File: config.mk
export PLATFORM = sky130hd
export DESIGN_NAME = evt_prescale_counter
export DESIGN_NICKNAME = d
export VERILOG_FILES = /design/src/rtl/epc_pkg.sv /design/src/rtl/epc_edge_det.sv /design/src/rtl/epc_prescaler.sv /design/src/rtl/epc_count8.sv /design/src/rtl/evt_prescale_counter.sv
export SDC_FILE = /design/constraint.sdc
export NUM_CORES = 1
export LEC_CHECK = 0
export BUFFER_PORTS_ARGS = -buffer_cell sky130_fd_sc_hd__buf_2
export CAP_MARGIN = 20
export CORE_MARGIN = 2
export CORE_UTILIZATION = 54
export CTS_CLUSTER_DIAMETER = 120
export DETAILED_ROUTE_END_ITERATION = 16
export GPL_TIMING_DRIVEN = 1
export PLACE_DENSITY = 0.78
export SLEW_MARGIN = 20
export SYNTH_ARGS = -nofsm -noshare
export SYNTH_HDL_FRONTEND = slang
export SYNTH_SLANG_ARGS = --single-unit
File: constraint.sdc
create_clock -name clk -period 1.1 [get_ports clk]
set_input_delay 0.11 -clock clk [delete_from_list [all_inputs] [get_ports clk]]
set_output_delay 0.11 -clock clk [all_outputs]
set_load 0.005 [all_outputs]
File: src/rtl/epc_pkg.sv
package epc_pkg;
  localparam int CNT_W  = 8;
  localparam int DIV_W  = 3;
  localparam int SYNC_N = 2;

  typedef struct packed {
    logic             edge_fall;
    logic             pre_en;
    logic [DIV_W-1:0] div;
  } ctl_t;

  localparam int CTL_W = $bits(ctl_t);
endpackage

File: src/rtl/epc_edge_det.sv
module epc_edge_det #(
  parameter int SYNC_N = 2
) (
  input  logic clk,
  input  logic rst_n,
  input  logic pin,
  input  logic fall_sel,
  input  logic src_int,
  input  logic tick_in,
  output logic evt
);
  logic [SYNC_N-1:0] sr_q, sr_nxt;
  logic              prev_q, prev_nxt;
  logic              samp;
  logic              pin_evt;

  assign samp = sr_q[SYNC_N-1];

  always_comb begin
    sr_nxt   = {sr_q[SYNC_N-2:0], pin};
    prev_nxt = samp;
  end

  always_ff @(posedge clk or negedge rst_n) begin
    if (!rst_n) begin
      sr_q   <= '0;
      prev_q <= 1'b0;
    end else begin
      sr_q   <= sr_nxt;
      prev_q <= prev_nxt;
    end
  end

  always_comb begin
    if (fall_sel) pin_evt = prev_q & ~samp;
    else          pin_evt = samp & ~prev_q;
    evt = src_int ? tick_in : pin_evt;
  end


  single_evt_chk: assert property (@(posedge clk) disable iff (!rst_n)
    pin_evt && $stable(fall_sel) |=> !pin_evt);


  edge_level_chk: assert property (@(posedge clk) disable iff (!rst_n)
    pin_evt |-> (samp == !fall_sel));
endmodule

File: src/rtl/epc_prescaler.sv
module epc_prescaler #(
  parameter int DIV_W = 3
) (
  input  logic             clk,
  input  logic             rst_n,
  input  logic             evt,
  input  logic             pre_en,
  input  logic [DIV_W-1:0] div,
  input  logic             clr,
  output logic             tick
);
  localparam int              PRE_W = 1 << DIV_W;
  localparam logic [PRE_W-1:0] ALL1 = '1;
  localparam logic [DIV_W-1:0] TOP  = DIV_W'(PRE_W - 1);

  logic [PRE_W-1:0] pre_q, pre_nxt, term;
  logic             hit;

  always_comb begin
    term = ALL1 >> (TOP - div);
    hit  = (pre_q == term);
  end

  always_comb begin
    pre_nxt = pre_q;
    if (clr || !pre_en)  pre_nxt = '0;
    else if (evt)        pre_nxt = hit ? '0 : pre_q + PRE_W'(1);
  end

  always_ff @(posedge clk or negedge rst_n) begin
    if (!rst_n) pre_q <= '0;
    else        pre_q <= pre_nxt;
  end

  assign tick = pre_en ? (evt & hit) : evt;


  pre_range_chk: assert property (@(posedge clk) disable iff (!rst_n)
    pre_en |-> pre_q <= term);


  pre_clr_chk: assert property (@(posedge clk) disable iff (!rst_n)
    clr |=> pre_q == '0);
endmodule

File: src/rtl/epc_count8.sv
module epc_count8 #(
  parameter int CNT_W = 8
) (
  input  logic             clk,
  input  logic             rst_n,
  input  logic             tick,
  input  logic             ld,
  input  logic [CNT_W-1:0] ld_val,
  input  logic             flag_clr,
  output logic [CNT_W-1:0] count,
  output logic             ovf_pulse,
  output logic             ovf_flag
);
  logic [CNT_W-1:0] cnt_q, cnt_nxt;
  logic             pls_q, pls_nxt;
  logic             flg_q, flg_nxt;
  logic             wrap;

  always_comb begin
    wrap    = tick & ~ld & (cnt_q == '1);
    cnt_nxt = cnt_q;
    if (ld)        cnt_nxt = ld_val;
    else if (tick) cnt_nxt = cnt_q + CNT_W'(1);
    pls_nxt = wrap;
    flg_nxt = wrap | (flg_q & ~flag_clr);
  end

  always_ff @(posedge clk or negedge rst_n) begin
    if (!rst_n) begin
      cnt_q <= '0;
      pls_q <= 1'b0;
      flg_q <= 1'b0;
    end else begin
      cnt_q <= cnt_nxt;
      pls_q <= pls_nxt;
      flg_q <= flg_nxt;
    end
  end

  assign count     = cnt_q;
  assign ovf_pulse = pls_q;
  assign ovf_flag  = flg_q;


  ovf_zero_chk: assert property (@(posedge clk) disable iff (!rst_n)
    ovf_pulse |-> (count == '0) && ovf_flag);


  ovf_once_chk: assert property (@(posedge clk) disable iff (!rst_n)
    ovf_pulse && !tick |=> !ovf_pulse);


  flag_hold_chk: assert property (@(posedge clk) disable iff (!rst_n)
    ovf_flag && !flag_clr |=> ovf_flag);


  load_chk: assert property (@(posedge clk) disable iff (!rst_n)
    ld |=> count == $past(ld_val));


  incr_chk: assert property (@(posedge clk) disable iff (!rst_n)
    tick && !ld |=> count == $past(count) + CNT_W'(1));
endmodule

File: src/rtl/evt_prescale_counter.sv
module evt_prescale_counter
  import epc_pkg::*;
(
  input  logic             clk,
  input  logic             rst_n,
  input  logic             ext_pin,
  input  logic             src_sel,
  input  logic             tick_en,
  input  logic             ctl_wr,
  input  logic [CTL_W-1:0] ctl_wdata,
  input  logic             cnt_wr,
  input  logic [CNT_W-1:0] cnt_wdata,
  input  logic             flag_clr,
  output logic [CNT_W-1:0] count,
  output logic             ovf_pulse,
  output logic             ovf_flag
);
  logic [1:0] rst_q, rst_nxt;
  logic       rst_ni;
  ctl_t       ctl_q, ctl_nxt, ctl_in;
  logic       evt, tick, pre_clr;

  assign rst_nxt = {rst_q[0], 1'b1};
  always_ff @(posedge clk or negedge rst_n) begin
    if (!rst_n) rst_q <= '0;
    else        rst_q <= rst_nxt;
  end
  assign rst_ni = rst_q[1];

  always_comb begin
    ctl_in  = ctl_t'(ctl_wdata);
    ctl_nxt = ctl_wr ? ctl_in : ctl_q;
    pre_clr = cnt_wr | (ctl_wr & (ctl_in.div != ctl_q.div));
  end

  always_ff @(posedge clk or negedge rst_ni) begin
    if (!rst_ni) ctl_q <= '0;
    else         ctl_q <= ctl_nxt;
  end

  epc_edge_det #(.SYNC_N(SYNC_N)) u_edge (
    .clk(clk), .rst_n(rst_ni), .pin(ext_pin), .fall_sel(ctl_q.edge_fall),
    .src_int(src_sel), .tick_in(tick_en), .evt(evt)
  );

  epc_prescaler #(.DIV_W(DIV_W)) u_pre (
    .clk(clk), .rst_n(rst_ni), .evt(evt), .pre_en(ctl_q.pre_en),
    .div(ctl_q.div), .clr(pre_clr), .tick(tick)
  );

  epc_count8 #(.CNT_W(CNT_W)) u_cnt (
    .clk(clk), .rst_n(rst_ni), .tick(tick), .ld(cnt_wr), .ld_val(cnt_wdata),
    .flag_clr(flag_clr), .count(count), .ovf_pulse(ovf_pulse), .ovf_flag(ovf_flag)
  );


  src_int_chk: assert property (@(posedge clk) disable iff (!rst_ni)
    src_sel && !tick_en && !cnt_wr |=> count == $past(count));
endmodule

======== Word-level counts from Yosys, hierarchy flattened ========
Cells that the tools add are included.
storage, ports and cells
  bits in registers ....................... 28
  input port bits ......................... 21
  output and inout bits ................... 10
  word-level logic and storage cells ...... 42
cells by class
  $add $sub $neg .......................... 3
  equality and inequality tests ........... 3
  shift operators ......................... 1
  muxes and demuxes ....................... 8
  bitwise operators ....................... 13
  reductions and logical operators ........ 4
operators with widths
  kind                                                                 count
  8-bit two-way mux                                                    5
  8-bit by 1-bit adder with 8-bit output (second input constant)       2
  8-bit == test                                                        1
  8-bit == test (second input constant)                                1
  8-bit by 3-bit right shift with 8-bit output (first input constant)  1
  1-bit AND                                                            7
  1-bit inverter                                                       4
  2-bit nonzero test                                                   2
  1-bit two-way mux                                                    3
  3-bit != test                                                        1
  3-bit subtractor (first input constant)                              1
  1-bit OR                                                             2
  1-bit logical NOT                                                    1
  1-bit logical OR                                                     1

======== Longest topological paths before layout ========
  word-level depth ........................ 9
  gate-level depth with buffers ........... 8
  mapped depth without buffers ............ 6

======== Hierarchy ========
Synthesis repeated with hierarchy kept, for this count alone.
unflattened totals
  cells, all modules ...................... 144
  area, all modules ....................... 1536.5 sq um
modules (own cells, without submodules)
  module                instances  cells each  area an instance (sq um)  seq. area each (sq um)
  epc_prescaler         1          63          608.1                     200.2
  epc_count8            1          55          516.7                     250.2
  evt_prescale_counter  1          20          307.8                     175.2
  epc_edge_det          1          6           103.8                     75.1

======== Least setup slack after synthesis ========
No wires, ideal clock.
  path type ............................... register to register
  start point ............................. register u_pre.pre_q[6]
  end point ............................... register u_cnt.cnt_q[0], in the netlist u_cnt.count[0]
  library setup time ...................... 0.124 ns
  arrival ................................. 1.800 ns
  required time ........................... 0.976 ns
  setup slack ............................. -0.823 ns
  cell stages (with the launch flop) ...... 7
  buffers on the path ..................... 0
  clock period less this slack ............ 1.923 ns
  cells stage by stage .................... dfrtp_1 -> or4_1 -> o211ai_2 -> inv_1 -> nor4_2 -> nor4b_1 -> a211o_1
on the way
  cells in the longest elaborated chain, start to end .. 4
ends and longest elaborated chain
  element                              line                 RTL
  start, declared                      epc_prescaler.sv:16  logic [PRE_W-1:0] pre_q, pre_nxt, term;
  start signal, assigned               epc_prescaler.sv:32  else pre_q <= pre_nxt;
  8-bit == test                        epc_prescaler.sv:21  hit = (pre_q == term);
  1-bit AND                            epc_prescaler.sv:35  assign tick = pre_en ? (evt & hit) : evt;
  1-bit two-way mux                    epc_prescaler.sv:35
  2-bit nonzero test (no source line)  -
  end signal, assigned                 epc_count8.sv:34     cnt_q <= cnt_nxt;
  end, declared                        epc_count8.sv:14     logic [CNT_W-1:0] cnt_q, cnt_nxt;
No other way between the ends.
A chain may end at the register's enable or synchronous reset.

======== Worst setup path in the final report ========
  start point ............................. register ctl_q[1] (netlist bit)
  end point ............................... register u_cnt.cnt_q[0], in the netlist u_cnt.count[0]
on the way
  cells in the longest elaborated chain, start to end .. 6
ends and longest elaborated chain
  element                                       line                        RTL
  start, declared                               evt_prescale_counter.sv:20  ctl_t ctl_q, ctl_nxt, ctl_in;
  start signal, assigned                        evt_prescale_counter.sv:38  else ctl_q <= ctl_nxt;
  3-bit subtractor                              epc_prescaler.sv:20         term = ALL1 >> (TOP - div);
  8-bit by 3-bit right shift with 8-bit output  epc_prescaler.sv:20
  8-bit == test                                 epc_prescaler.sv:21
  1-bit AND                                     epc_prescaler.sv:35
  1-bit two-way mux                             epc_prescaler.sv:35
  2-bit nonzero test (no source line)           -
No other way between the ends.

==> flow_metrics.tcl <==
set metrics [dict create \
    outcome "finished with violations" \
    failed_checks "negative setup slack" \
    grt_pass1_wl_mm 9.418 \
    max_stage_delay_ns 0.47 \
    n_antenna_cell 0 \
    area_growth_pct 68.67 \
    via_per_inst 7.220 \
    core_um2 2781 \
    dp.final_hpwl_mm 3.289 \
    fp.dieArea_um2 3385 \
    layout-drive-gt1-share_pct 55.86 \
    leakagePower_nw 1.182 \
    finalMaxSlewViolations 0 \
    p_per_area_nw_per_um2 1002 \
    ys.flop_type "dfrtp_1" \
    first_pass_iters 5 \
    fmax_mhz 452.7 \
    synth_area_um2 1585 \
    drc_errors 0 \
    path_delay_family "compound AO/OA/AOI/OAI gates" \
    dp_cells 259 \
    clock_path_buffers 2 \
    synthTopCellsByCount "dfrtp_1 (28), nand2_1 (11), nor2_1 (11)" \
    slowest_stage "dfrtp_2" \
    antenna_left 0 \
    antenna_found_initial 0 \
    seq_area_frac_synth_pct 44.20 \
    grtUsageTotal_pct 37.46 \
    synth_edf_count 0 \
    drtIter0Drc 248 \
    rsz0062_at_grt "yes" \
    start_util_pct 57.00 \
    critPathCaptureType "register" \
    cts_tree "yes" \
    grt_max_degree 16 \
    avgRoutedWirePerCell_um 27.67 \
    clock_sinks 28 \
    setup_viol 27 \
    whs_ns 0.02386 \
    critPathLaunchType "register" \
    ys_async_sr_fraction_pct 100.0 \
    post-place-ws_ns -0.9564 \
    skew_ns 0.01020 \
    crit_top_cell "buf_6" \
    critPathMaxFanout 4 \
    netlist_instances 163 \
    yosysWarnings 0 \
    overflow 0 \
    io_pins 31 \
    gp_congestion 0.8182 \
    synth-seq-cells 28 \
    die_width_um 58.18 \
    vias 2072 \
    path_buf_inv 2 \
    clk_latency_ns 0.35 \
    clkTransAtPathRegs_ns 0.16 \
    grt_pass1_vias 1910 \
    hold_viol_final 0 \
    syn_area_per_cell_um2 9.726 \
    fin_tns_setup_ns -18.39 \
    hp-class "in2reg" \
    synth_top_area_share_pct 44.20 \
    netlist.top_cell.by_area "dfrtp_1" \
    stdcell_count 287 \
    setup_slack_ns -1.109 \
    io_buffers 30 \
    maxCapViolCount 0 \
    crit_arrival_ns 2.45 \
    syn_nets 186 \
    peakVddDrop_v 0.001128 \
    cts-root-buf "clkbuf_4" \
    synth.most_common_cell "dfrtp_1" \
    worstPathRequired_ns 1.34 \
    synthTopCellsByArea "dfrtp_1 (44%), nand3_1 (2.8%), mux2_2 (2.8%)" \
    wl_mm 7.941 \
    power_mw 2.679 \
    fin_crit_ns 2.209 \
    synth_cell_types 46 \
    path_class "reg2reg" \
    nets 280 \
    cts_buffers 3 \
    period_share_pct 200.8 \
    h-tree-depth 1 \
    die_h_um 58.18 \
    crit_chain "buf_6 > o31a_1 > o21ai_2 > o21ba_4 > a31oi_4 > buf_6 > nor4_2 > a211o_1" \
    rows 19 \
]
[logic make-up after synthesis]
logic type / after synthesis / synth area share [%]
buf+inv: 15 / 5.209
compound gates: 43 / 20.44
mux: 4 / 2.841
xor+xnor: 7 / 3.867
simple gates: 63 / 21.63
other cells: 1 / 0.2366
fa+ha+maj: 2 / 1.578
flops: 28 / 44.20
[sequential cells by signal, summed over array words and instances (netlist names)]
name,cells
u_cnt.ovf_flag,1
u_cnt.count,8
u_pre.pre_q,8
u_edge.sr_q,2
rst_q,2
u_edge.prev_q,1
u_cnt.ovf_pulse,1
ctl_q,5
[where the power goes]
group	switching [mW]	internal, mW	total, mW	leakage, nW
clock	0.329	0.203	0.533	0.0210
combinational	0.491	0.483	0.974	0.818
sequential	0.0806	1.09	1.17	0.343
[worst register-to-register path, cell delays in order (launching register included)]
cell and delay [ns]:
dfrtp_2 0.47, buf_6 0.13, o31a_1 0.30, o21ai_2 0.19
o21ba_4 0.21, a31oi_4 0.28, buf_6 0.17, nor4_2 0.05
a211o_1 0.30
[metrics by stage]
step,cell area [um^2],util (%)
floorplan,1662,-
CTS,2460,88.44
finish,2674,96.13
detailed placement,2111,75.89
global route,2674,96.13
global placement,2111,75.89
[per-layer routing]
layer / vias to the layer above / part of all wire, % / routed length, um / global-route usage, %
li1: 803 / - / - / -
met1: 959 / 34 / 2690 / 43.29
met2: 201 / 46 / 3664 / 64.77
met3: 109 / 9.4 / 744 / 6.920
met4: 0 / 11 / 840 / 21.59
met5: - / 0 / 0 / 0
[placed cells by master (no fill, tap or decap), types with 4 or more instances in the layout]
cell,count
a31oi_1,5
and3_1,4
buf_2,23
buf_4,43
buf_6,25
dfrtp_1,24
dfrtp_2,4
dlygate4sd3_1,4
inv_1,5
nand2_1,10
nand3_1,8
nor2_1,9
or3_1,4
xor2_1,5
[area by class of cell]
class                   count  area (um^2)
fillers                    57        107.6
well taps                  31        38.79
flip-flops and latches     28        705.7
repair buffers             96        779.5
inverters                   7        26.28
multi-input cells         121         1087
clock buffers               4        36.28
[path summary, 6_finish.rpt]
path                              start              to  slack (ns)  depth (start not counted)
max in group asynchronous      rst_q[1]        ctl_q[1]        0.65                          1
min reg2reg                    rst_q[1]  u_cnt.count[0]        0.22                          1
min in group asynchronous         rst_n        rst_q[0]        0.11                          2
max reg2reg                    ctl_q[1]  u_cnt.count[0]       -1.11                          8
min                        ctl_wdata[4]        ctl_q[4]        0.02                          2
max                            ctl_q[1]  u_cnt.count[0]       -1.11                          8
[what timing repair did]
| action | CTS | global route |
|---|---|---|
| hold buffers | 3 | 1 |
| gates resized for setup | 39 | 34 |
| gates cloned | 1 | 0 |
| pin swaps | 16 | 14 |
| buffers inserted | 13 | 10 |
| setup endpoints to repair | 25 | 27 |
| endpoints found under the hold margin | 4 | 1 |
Power figures use the tool's default switching activity.
